==> src/rtl/rstk_pkg.sv <==
package rstk_pkg;

    // Which software-visible register a byte address selects
    typedef enum logic [1:0] {
        RSEL_NONE = 2'd0,
        RSEL_PTR  = 2'd1,
        RSEL_LO   = 2'd2,
        RSEL_HI   = 2'd3
    } rsel_e;

endpackage

==> src/rtl/rstk_pointer.sv <==
module rstk_pointer #(
    parameter int DEPTH = 8,
    parameter int DW    = 8,
    localparam int PTR_W = $clog2(DEPTH)
) (
    input  logic             clk,
    input  logic             rst_n,
    input  logic             push_i,
    input  logic             pop_i,
    input  logic             wr_i,
    input  logic [DW-1:0]    wdata_i,
    output logic [PTR_W-1:0] ptr_o,
    output logic             gie_o
);

    typedef struct packed {
        logic [PTR_W-1:0] ptr;
        logic             gie;
    } ptr_state_t;

    ptr_state_t st_d, st_q;

    always_comb begin
        st_d = st_q;
        if (wr_i) begin
            st_d.gie = wdata_i[DW-1];
            st_d.ptr = wdata_i[PTR_W-1:0];
        end
        // stack traffic overrides a software pointer write
        if (push_i) begin
            st_d.ptr = st_q.ptr - PTR_W'(1);
        end else if (pop_i) begin
            st_d.ptr = st_q.ptr + PTR_W'(1);
        end
    end

    always_ff @(posedge clk or negedge rst_n) begin
        if (!rst_n) begin
            st_q.ptr <= PTR_W'(DEPTH - 1);
            st_q.gie <= 1'b0;
        end else begin
            st_q <= st_d;
        end
    end

    assign ptr_o = st_q.ptr;
    assign gie_o = st_q.gie;

    assert_push_dec_R2: assert property (@(posedge clk) disable iff (!rst_n)
        push_i |=> (ptr_o == $past(ptr_o) - PTR_W'(1)));

    assert_pop_inc_R3: assert property (@(posedge clk) disable iff (!rst_n)
        (pop_i && !push_i) |=> (ptr_o == $past(ptr_o) + PTR_W'(1)));

    // the enable bit follows a software write even during stack traffic
    assert_gie_write_R9: assert property (@(posedge clk) disable iff (!rst_n)
        wr_i |=> (gie_o == $past(wdata_i[DW-1])));

    assert_idle_hold_R7: assert property (@(posedge clk) disable iff (!rst_n)
        (!push_i && !pop_i && !wr_i) |=> ($stable(ptr_o) && $stable(gie_o)));

endmodule

==> src/rtl/rstk_store.sv <==
module rstk_store #(
    parameter int DEPTH = 8,
    parameter int PC_W  = 11,
    parameter int DW    = 8,
    localparam int PTR_W = $clog2(DEPTH),
    localparam int HI_W  = PC_W - DW
) (
    input  logic                        clk,
    input  logic                        rst_n,
    input  logic                        push_i,
    input  logic [PTR_W-1:0]            ptr_i,
    input  logic [PC_W-1:0]             push_pc_i,
    input  logic                        wr_lo_i,
    input  logic                        wr_hi_i,
    input  logic [PTR_W-1:0]            widx_i,
    input  logic [DW-1:0]               wdata_i,
    output logic [DEPTH-1:0][PC_W-1:0]  ent_o
);

    typedef struct packed {
        logic [DEPTH-1:0][PC_W-1:0] ent;
    } store_state_t;

    store_state_t st_d, st_q;

    always_comb begin
        st_d = st_q;
        for (int i = 0; i < DEPTH; i++) begin
            if (wr_lo_i && (widx_i == PTR_W'(i))) begin
                st_d.ent[i][DW-1:0] = wdata_i;
            end
            if (wr_hi_i && (widx_i == PTR_W'(i))) begin
                st_d.ent[i][PC_W-1:DW] = wdata_i[HI_W-1:0];
            end
            // a push wins over a software write to the same slot
            if (push_i && (ptr_i == PTR_W'(i))) begin
                st_d.ent[i] = push_pc_i;
            end
        end
    end

    always_ff @(posedge clk or negedge rst_n) begin
        if (!rst_n) begin
            st_q <= '0;
        end else begin
            st_q <= st_d;
        end
    end

    assign ent_o = st_q.ent;

    assert_push_store_R2: assert property (@(posedge clk) disable iff (!rst_n)
        push_i |=> (ent_o[$past(ptr_i)] == $past(push_pc_i)));

    assert_push_wins_R9: assert property (@(posedge clk) disable iff (!rst_n)
        (push_i && (wr_lo_i || wr_hi_i) && (widx_i == ptr_i))
            |=> (ent_o[$past(ptr_i)] == $past(push_pc_i)));

endmodule

==> src/rtl/rstk_regport.sv <==
module rstk_regport
    import rstk_pkg::*;
#(
    parameter int         DEPTH    = 8,
    parameter int         PC_W     = 11,
    parameter int         DW       = 8,
    parameter int         AW       = 8,
    parameter logic [7:0] PTR_ADDR = 8'hE0,
    parameter logic [7:0] ENT_BASE = 8'hF0,
    localparam int PTR_W = $clog2(DEPTH),
    localparam int SPAN  = 2 * DEPTH
) (
    input  logic [AW-1:0]               addr_i,
    input  logic                        wr_i,
    input  logic [PTR_W-1:0]            ptr_i,
    input  logic                        gie_i,
    input  logic [DEPTH-1:0][PC_W-1:0]  ent_i,
    output logic                        wr_ptr_o,
    output logic                        wr_lo_o,
    output logic                        wr_hi_o,
    output logic [PTR_W-1:0]            idx_o,
    output logic [DW-1:0]               rdata_o
);

    rsel_e         sel;
    logic [AW-1:0] off;
    logic [PC_W-1:0] slot;

    always_comb begin
        off   = addr_i - AW'(ENT_BASE);
        sel   = RSEL_NONE;
        idx_o = off[PTR_W:1];
        if (addr_i == AW'(PTR_ADDR)) begin
            sel = RSEL_PTR;
        end else if ((addr_i >= AW'(ENT_BASE)) && (off < AW'(SPAN))) begin
            sel = off[0] ? RSEL_HI : RSEL_LO;
        end
    end

    assign wr_ptr_o = wr_i && (sel == RSEL_PTR);
    assign wr_lo_o  = wr_i && (sel == RSEL_LO);
    assign wr_hi_o  = wr_i && (sel == RSEL_HI);
    assign slot     = ent_i[idx_o];

    always_comb begin
        rdata_o = '0;
        unique case (sel)
            RSEL_PTR: begin
                rdata_o[DW-1]      = gie_i;
                rdata_o[PTR_W-1:0] = ptr_i;
            end
            RSEL_LO:  rdata_o            = slot[DW-1:0];
            RSEL_HI:  rdata_o[PC_W-DW-1:0] = slot[PC_W-1:DW];
            default:  rdata_o            = '0;
        endcase
    end

    always_comb begin
        assert_one_target_R8: assert ($countones({wr_ptr_o, wr_lo_o, wr_hi_o}) <= 1);
    end

endmodule

==> src/rtl/pc_return_stack.sv <==
module pc_return_stack #(
    parameter int         DEPTH    = 8,
    parameter int         PC_W     = 11,
    parameter int         DW       = 8,
    parameter int         AW       = 8,
    parameter logic [7:0] PTR_ADDR = 8'hE0,
    parameter logic [7:0] ENT_BASE = 8'hF0
) (
    input  logic            clk,
    input  logic            rst_n,
    input  logic            push_i,
    input  logic            pop_i,
    input  logic [PC_W-1:0] push_pc_i,
    output logic [PC_W-1:0] pop_pc_o,
    input  logic            reg_wr_i,
    input  logic [AW-1:0]   reg_addr_i,
    input  logic [DW-1:0]   reg_wdata_i,
    output logic [DW-1:0]   reg_rdata_o,
    output logic            irq_en_o
);

    localparam int PTR_W = $clog2(DEPTH);

    logic [PTR_W-1:0]           ptr;
    logic                       gie;
    logic [DEPTH-1:0][PC_W-1:0] ent;
    logic                       wr_ptr, wr_lo, wr_hi;
    logic [PTR_W-1:0]           widx;

    rstk_regport #(
        .DEPTH(DEPTH), .PC_W(PC_W), .DW(DW), .AW(AW),
        .PTR_ADDR(PTR_ADDR), .ENT_BASE(ENT_BASE)
    ) i_regport (
        .addr_i  (reg_addr_i),
        .wr_i    (reg_wr_i),
        .ptr_i   (ptr),
        .gie_i   (gie),
        .ent_i   (ent),
        .wr_ptr_o(wr_ptr),
        .wr_lo_o (wr_lo),
        .wr_hi_o (wr_hi),
        .idx_o   (widx),
        .rdata_o (reg_rdata_o)
    );

    rstk_pointer #(.DEPTH(DEPTH), .DW(DW)) i_pointer (
        .clk    (clk),
        .rst_n  (rst_n),
        .push_i (push_i),
        .pop_i  (pop_i),
        .wr_i   (wr_ptr),
        .wdata_i(reg_wdata_i),
        .ptr_o  (ptr),
        .gie_o  (gie)
    );

    rstk_store #(.DEPTH(DEPTH), .PC_W(PC_W), .DW(DW)) i_store (
        .clk      (clk),
        .rst_n    (rst_n),
        .push_i   (push_i),
        .ptr_i    (ptr),
        .push_pc_i(push_pc_i),
        .wr_lo_i  (wr_lo),
        .wr_hi_i  (wr_hi),
        .widx_i   (widx),
        .wdata_i  (reg_wdata_i),
        .ent_o    (ent)
    );

    // the slot a pop would return is the one just above the pointer
    assign pop_pc_o = ent[ptr + PTR_W'(1)];
    assign irq_en_o = gie;

    assert_lifo_return_R5: assert property (@(posedge clk) disable iff (!rst_n)
        (push_i && !pop_i && !reg_wr_i) ##1 (pop_i && !push_i)
            |-> (pop_pc_o == $past(push_pc_i)));

endmodule

==> config.mk <==
export PLATFORM = sky130hd
export DESIGN_NAME = pc_return_stack
export DESIGN_NICKNAME = d
export VERILOG_FILES = /design/src/rtl/rstk_pkg.sv /design/src/rtl/rstk_pointer.sv /design/src/rtl/rstk_store.sv /design/src/rtl/rstk_regport.sv /design/src/rtl/pc_return_stack.sv
export SDC_FILE = /design/constraint.sdc
export NUM_CORES = 1
export LEC_CHECK = 0
export ABC_AREA = 0
export BUFFER_PORTS_ARGS = -buffer_cell sky130_fd_sc_hd__buf_2
export CORE_MARGIN = 1.5
export CORE_UTILIZATION = 55
export CTS_CLUSTER_DIAMETER = 30
export DETAILED_ROUTE_END_ITERATION = 10
export PLACE_DENSITY = 0.74
export SLEW_MARGIN = 20
export SYNTH_ARGS = -nofsm -noshare
export SYNTH_HDL_FRONTEND = slang
export SYNTH_HIERARCHICAL = 1
export SYNTH_SLANG_ARGS = --single-unit
==> constraint.sdc <==
create_clock -name clk -period 2.9 [get_ports clk]
set_input_delay 0.435 -clock clk [delete_from_list [all_inputs] [get_ports clk]]
set_output_delay 0.435 -clock clk [all_outputs]
set_load 0.02 [all_outputs]
Word level (Yosys, flattened, before mapping) --
Cells that the tools add are included.
Operators by class: eq/ne operators 18, $add $sub $neg 3, order comparisons 4, multiplexer cells 37, reductions and logical operators 47
Operator list (count):
- $mux W11 | 10
- $bmux W11 S3 | 2
- $mux W8 | 8
- $reduce_bool A2 Y1 | 16
- $mux W3 | 10
- $logic_and A1 B1 Y1 | 28
- $eq A3 B3 Y1 const B | 8
- $eq A3 B2 Y1 const B | 4
- $pmux W3 S3 | 1
- $eq A8 B8 Y1 const B | 1
- $ge A8 B8 Y1 const B | 1
- $lt A3 B4 Y1 const B | 2
- $lt A8 B5 Y1 const B | 1
- $mux W4 | 2
- $sub A8 B8 Y8 const B | 1
- $eq A3 B1 Y1 const B | 2
- $logic_not A3 Y1 | 2
- $eq A2 B2 Y1 const B | 2
- $mux W2 | 2
- $add A3 B1 Y3 const B | 1
- $reduce_bool A3 Y1 | 1
- $sub A3 B1 Y3 const B | 1
- $eq A2 B1 Y1 const B | 1
- $pmux W1 S2 | 1
- $mux W1 | 1
Word-level totals: logic and storage cells 127, register bits 92, output and inout bits 20, input port bits 32

Longest topological paths before layout --
word-level depth 10, gate-level depth with buffers 12, gate-level depth less buffers 9

Cells and area by module --
Netlist, hierarchy kept.
By module, submodules not included:
- rstk_store | area an instance 4449.3 um2, sequential area each 2202.1 um2, cells an instance 421, instances 1
- rstk_regport | area an instance 953.4 um2, sequential area each 0.0 um2, cells an instance 103, instances 1
- pc_return_stack | area an instance 885.8 um2, sequential area each 0.0 um2, cells an instance 117, instances 1
- rstk_pointer | area an instance 251.5 um2, sequential area each 103.8 um2, cells an instance 21, instances 1

Worst setup path after synthesis --
Ideal clock, no wire load.
kind register to output, from reg, netlist name i_pointer/ptr_o[0], to out pop_pc_o[0], cell stages (with the launch flop) 7, data arrival time 2.235 ns, data required time 2.465 ns, slack 0.230 ns, buffers on the path 2, cell sequence dfstp_2 > ha_1 > buf_6 > buf_12 > mux2i_1 > and3_1 > nor4_1
On the way: longest elaborated chain between the ends 3
Ends and longest elaborated chain:
- $add A3 B1 Y3 | line pc_return_stack.sv:71 | assign pop_pc_o = ent[ptr + PTR_W'(1)];
- $bmux W11 S3 | line pc_return_stack.sv:71
- $mux W11 (not written as such) | line pc_return_stack.sv:71
- to (decl) | line pc_return_stack.sv:14 | output logic [PC_W-1:0] pop_pc_o,
No other way between the ends. The select of a mux whose other input is x is not followed.

Worst setup path in the final report --
from reg, netlist name i_pointer/ptr_o[0], to out pop_pc_o[4]
On the way: longest elaborated chain between the ends 3
Ends and longest elaborated chain (line):
- $add A3 B1 Y3 | pc_return_stack.sv:71
- $bmux W11 S3 | pc_return_stack.sv:71
- $mux W11 (not written as such) | pc_return_stack.sv:71
No other way between the ends. The select of a mux whose other input is x is not followed.

==> summary.txt <==
WL/cell: 22.2 um
switching part of the total: 44.3%
Max Buffers Root-to-Sink: 2
CP Capture Type: primary output
H-tree levels: 3
CP peak stage delay: 540 ps
number of flops mapped to enable cells by yosys: 0
Primary FF master, synth: dfrtp_1
Logic pwr share: 53.4%
register bit total from synthesis: 92
die area: 12600 um2
Worst VDD drop: 748 uV
P per Cell Area: 1110 nW/um2
vias in the first global route: 5247
f_max: 349 MHz
GRT Overall Usage: 30.4%
net count after synthesis: 701
crit path DAT: 2430 ps
DR vias: 5343
Placer Congestion: 0.938
filler instances: 954
clk slew on worst S/H paths: 70 ps
critical setup path kind: flop to primary output
max-slew violation count: 0
Static Leak: 3.24 nW
die height: 112 um
Slew HR: 54.9%
ys async rst share: 100%
switching power: 0.00351 W
Worst-Margin Slew: 676 ps
Hold WS: 111 ps
Worst setup SP type: flop
max capacitance violation total: 0
dpl cell area: 6780 um2
worst path buffer plus inverter count: 3
Layout area overhead: 8.92%
multi-input logic area: 3800 um2
DRT iter0 DRCs: 430
pre-CTS setup slack: 161 ps
CTS tree: done
initial antenna violation count: 1
IO Pins: 52
final antenna-violating net count: 0
commonest non-fill, non-tap cell in the layout: mux2i_1
syn avg cell area: 9.88 um2
core area: 11500 um2
Nets: 719
largest net degree at the start of global routing: 58
Worst Slack Setup Final: 34.1 ps
maximum clock skew at final layout: 3.62 ps
remaining routing DRC violations: 0
required time of the worst setup path: 2470 ps
Num CTS Buffers: 9
fin crit share: 98.8%
Register Area: 2310 um2
TritonRoute pass-1 iters: 5
clock network power share: 15.7%
status: finished, final reports clean
most frequent cells in the layout: 142 x mux2i_1, 89 x dfrtp_1, 53 x nand2_1, 49 x buf_2, 47 x nor2_1
# setup viols final: 0
Inserted Diodes: 0
cells after synthesis: 662
internal power: 0.00440 W
Post-Route WL: 18.4 mm
final setup TNS: 0 ps
critical-path cell list: ha_2, buf_12, buf_6, nor2b_1, a2111oi_0, nor4_2, buf_4
Vias/cell: 6.45
synth warn: 6
count of different cell masters after synthesis: 45
worst-path fanout max: 38
worst skew pair latency: 350 ps
layout cell share with drive strength beyond 1: 17.5%
Sink Count: 92
Hold Path Class: input port to async pin
postcts setup bufs: 0
Horiz. Die Dim: 112 um
std cell rows: 39
PortBufs: 51
Starting Density: 56.8%
cell family with most CP delay: buffers and inverters
Flop pwr share: 30.9%
first-pass GRT wire length: 29.2 mm
sequential-to-total area share from yosys stat: 35.3%
Min Clock Period, post-route: 2870 ps
root buffer cell: clkbuf_16
crit path max-delay cell type: a2111oi_0
Synth Cell Area: 6540 um2
gr ovfl total: 0
Hold Fails Final Rpt: 0
final instance area: 7120 um2
DP HPWL: 12.4 mm
Design Power: 0.00791 W
-- cells by family (layout without fill, tap and decap cells) --
logic type,after synthesis,count (layout),synth area share [%]
buffers and inverters,74,97,7.12
adder cells (fa/ha/maj),7,7,1.34
multiplexers,155,155,26.0
AO/OA/AOI/OAI,123,123,11.3
flip-flops,92,92,35.3
XOR/XNOR,4,4,0.536
AND/OR/NAND/NOR,207,207,18.4
-- metal layers --
metal	share of wire, %	up-vias	wire [um]	GRT usage (%)
met5	0.071	-	13	0
met3	7.4	47	1370	4.37
met4	3.3	2	606	14.9
met1	43	2611	7830	43.1
li1	-	2449	-	-
met2	47	234	8550	46.3
-- area by class of cell --
type / count / area share (%)
multi-input combinational: 496 / 53.4
sequential: 92 / 32.4
timing repair buffer: 77 / 7.15
clock buffer: 10 / 3.35
tap: 143 / 2.51
clock inverter: 6 / 1.02
inverter: 4 / 0.211
-- flip-flops by register name (all words and copies together) (netlist names) --
| register | count |
|---|---|
| i_pointer/ptr_o | 3 |
| i_store/ent_o | 88 |
| i_pointer/gie_o | 1 |
-- worst paths after layout --
path                               startpoint                 end  slack (ps)  cells past startpoint
min                                     rst_n   i_store/ent_o[61]         110                      1
max in group asynchronous               rst_n    i_store/ent_o[8]        2110                      2
max reg2reg                i_pointer/ptr_o[0]   i_store/ent_o[16]         910                      3
max                        i_pointer/ptr_o[0]         pop_pc_o[4]          30                      7
min reg2reg                   i_pointer/gie_o     i_pointer/gie_o         560                      1
min in group clk                        pop_i  i_pointer/ptr_o[0]         370                      3
-- synth_stat cells (all sizes together), types with 11 or more instances --
master | instances | share of area [%]
buf | 44 | 5.2
nor2b | 33 | 3.2
dfrtp | 89 | 34
a21oi | 44 | 3.4
nor4 | 11 | 1.1
o21ai | 44 | 3.4
and3 | 22 | 2.1
a2111oi | 23 | 3.1
mux2i | 142 | 22
nor2 | 47 | 2.7
nand2 | 53 | 3.0
clkbuf | 26 | 1.7
-- power groups by stage --
| stage | Clock (W) | Combinational [W] | Sequential [W] |
|---|---|---|---|
| after floorplan | 0 | 0.00297 | 0.00229 |
| after global placement | 0 | 0.00395 | 0.00241 |
| after detailed placement | 0 | 0.00408 | 0.00245 |
| after CTS | 0.00126 | 0.00409 | 0.00243 |
| after global routing | 0.00131 | 0.00453 | 0.00252 |
| final | 0.00124 | 0.00423 | 0.00245 |
-- repair_timing --
item / in CTS / in global routing
gates resized for setup: 0 / 8
setup endpoints to repair: 0 / 4
hold buffers: 0 / 0
-- per-stage QoR --
stage / cells / utilization (%)
floorplan: 662 / -
global placement: 812 / 58.9
detailed placement: 812 / 58.9
CTS: 828 / 61.6
global route: 828 / 61.9
finish: 828 / 61.9
Power figures use the tool's default switching activity.
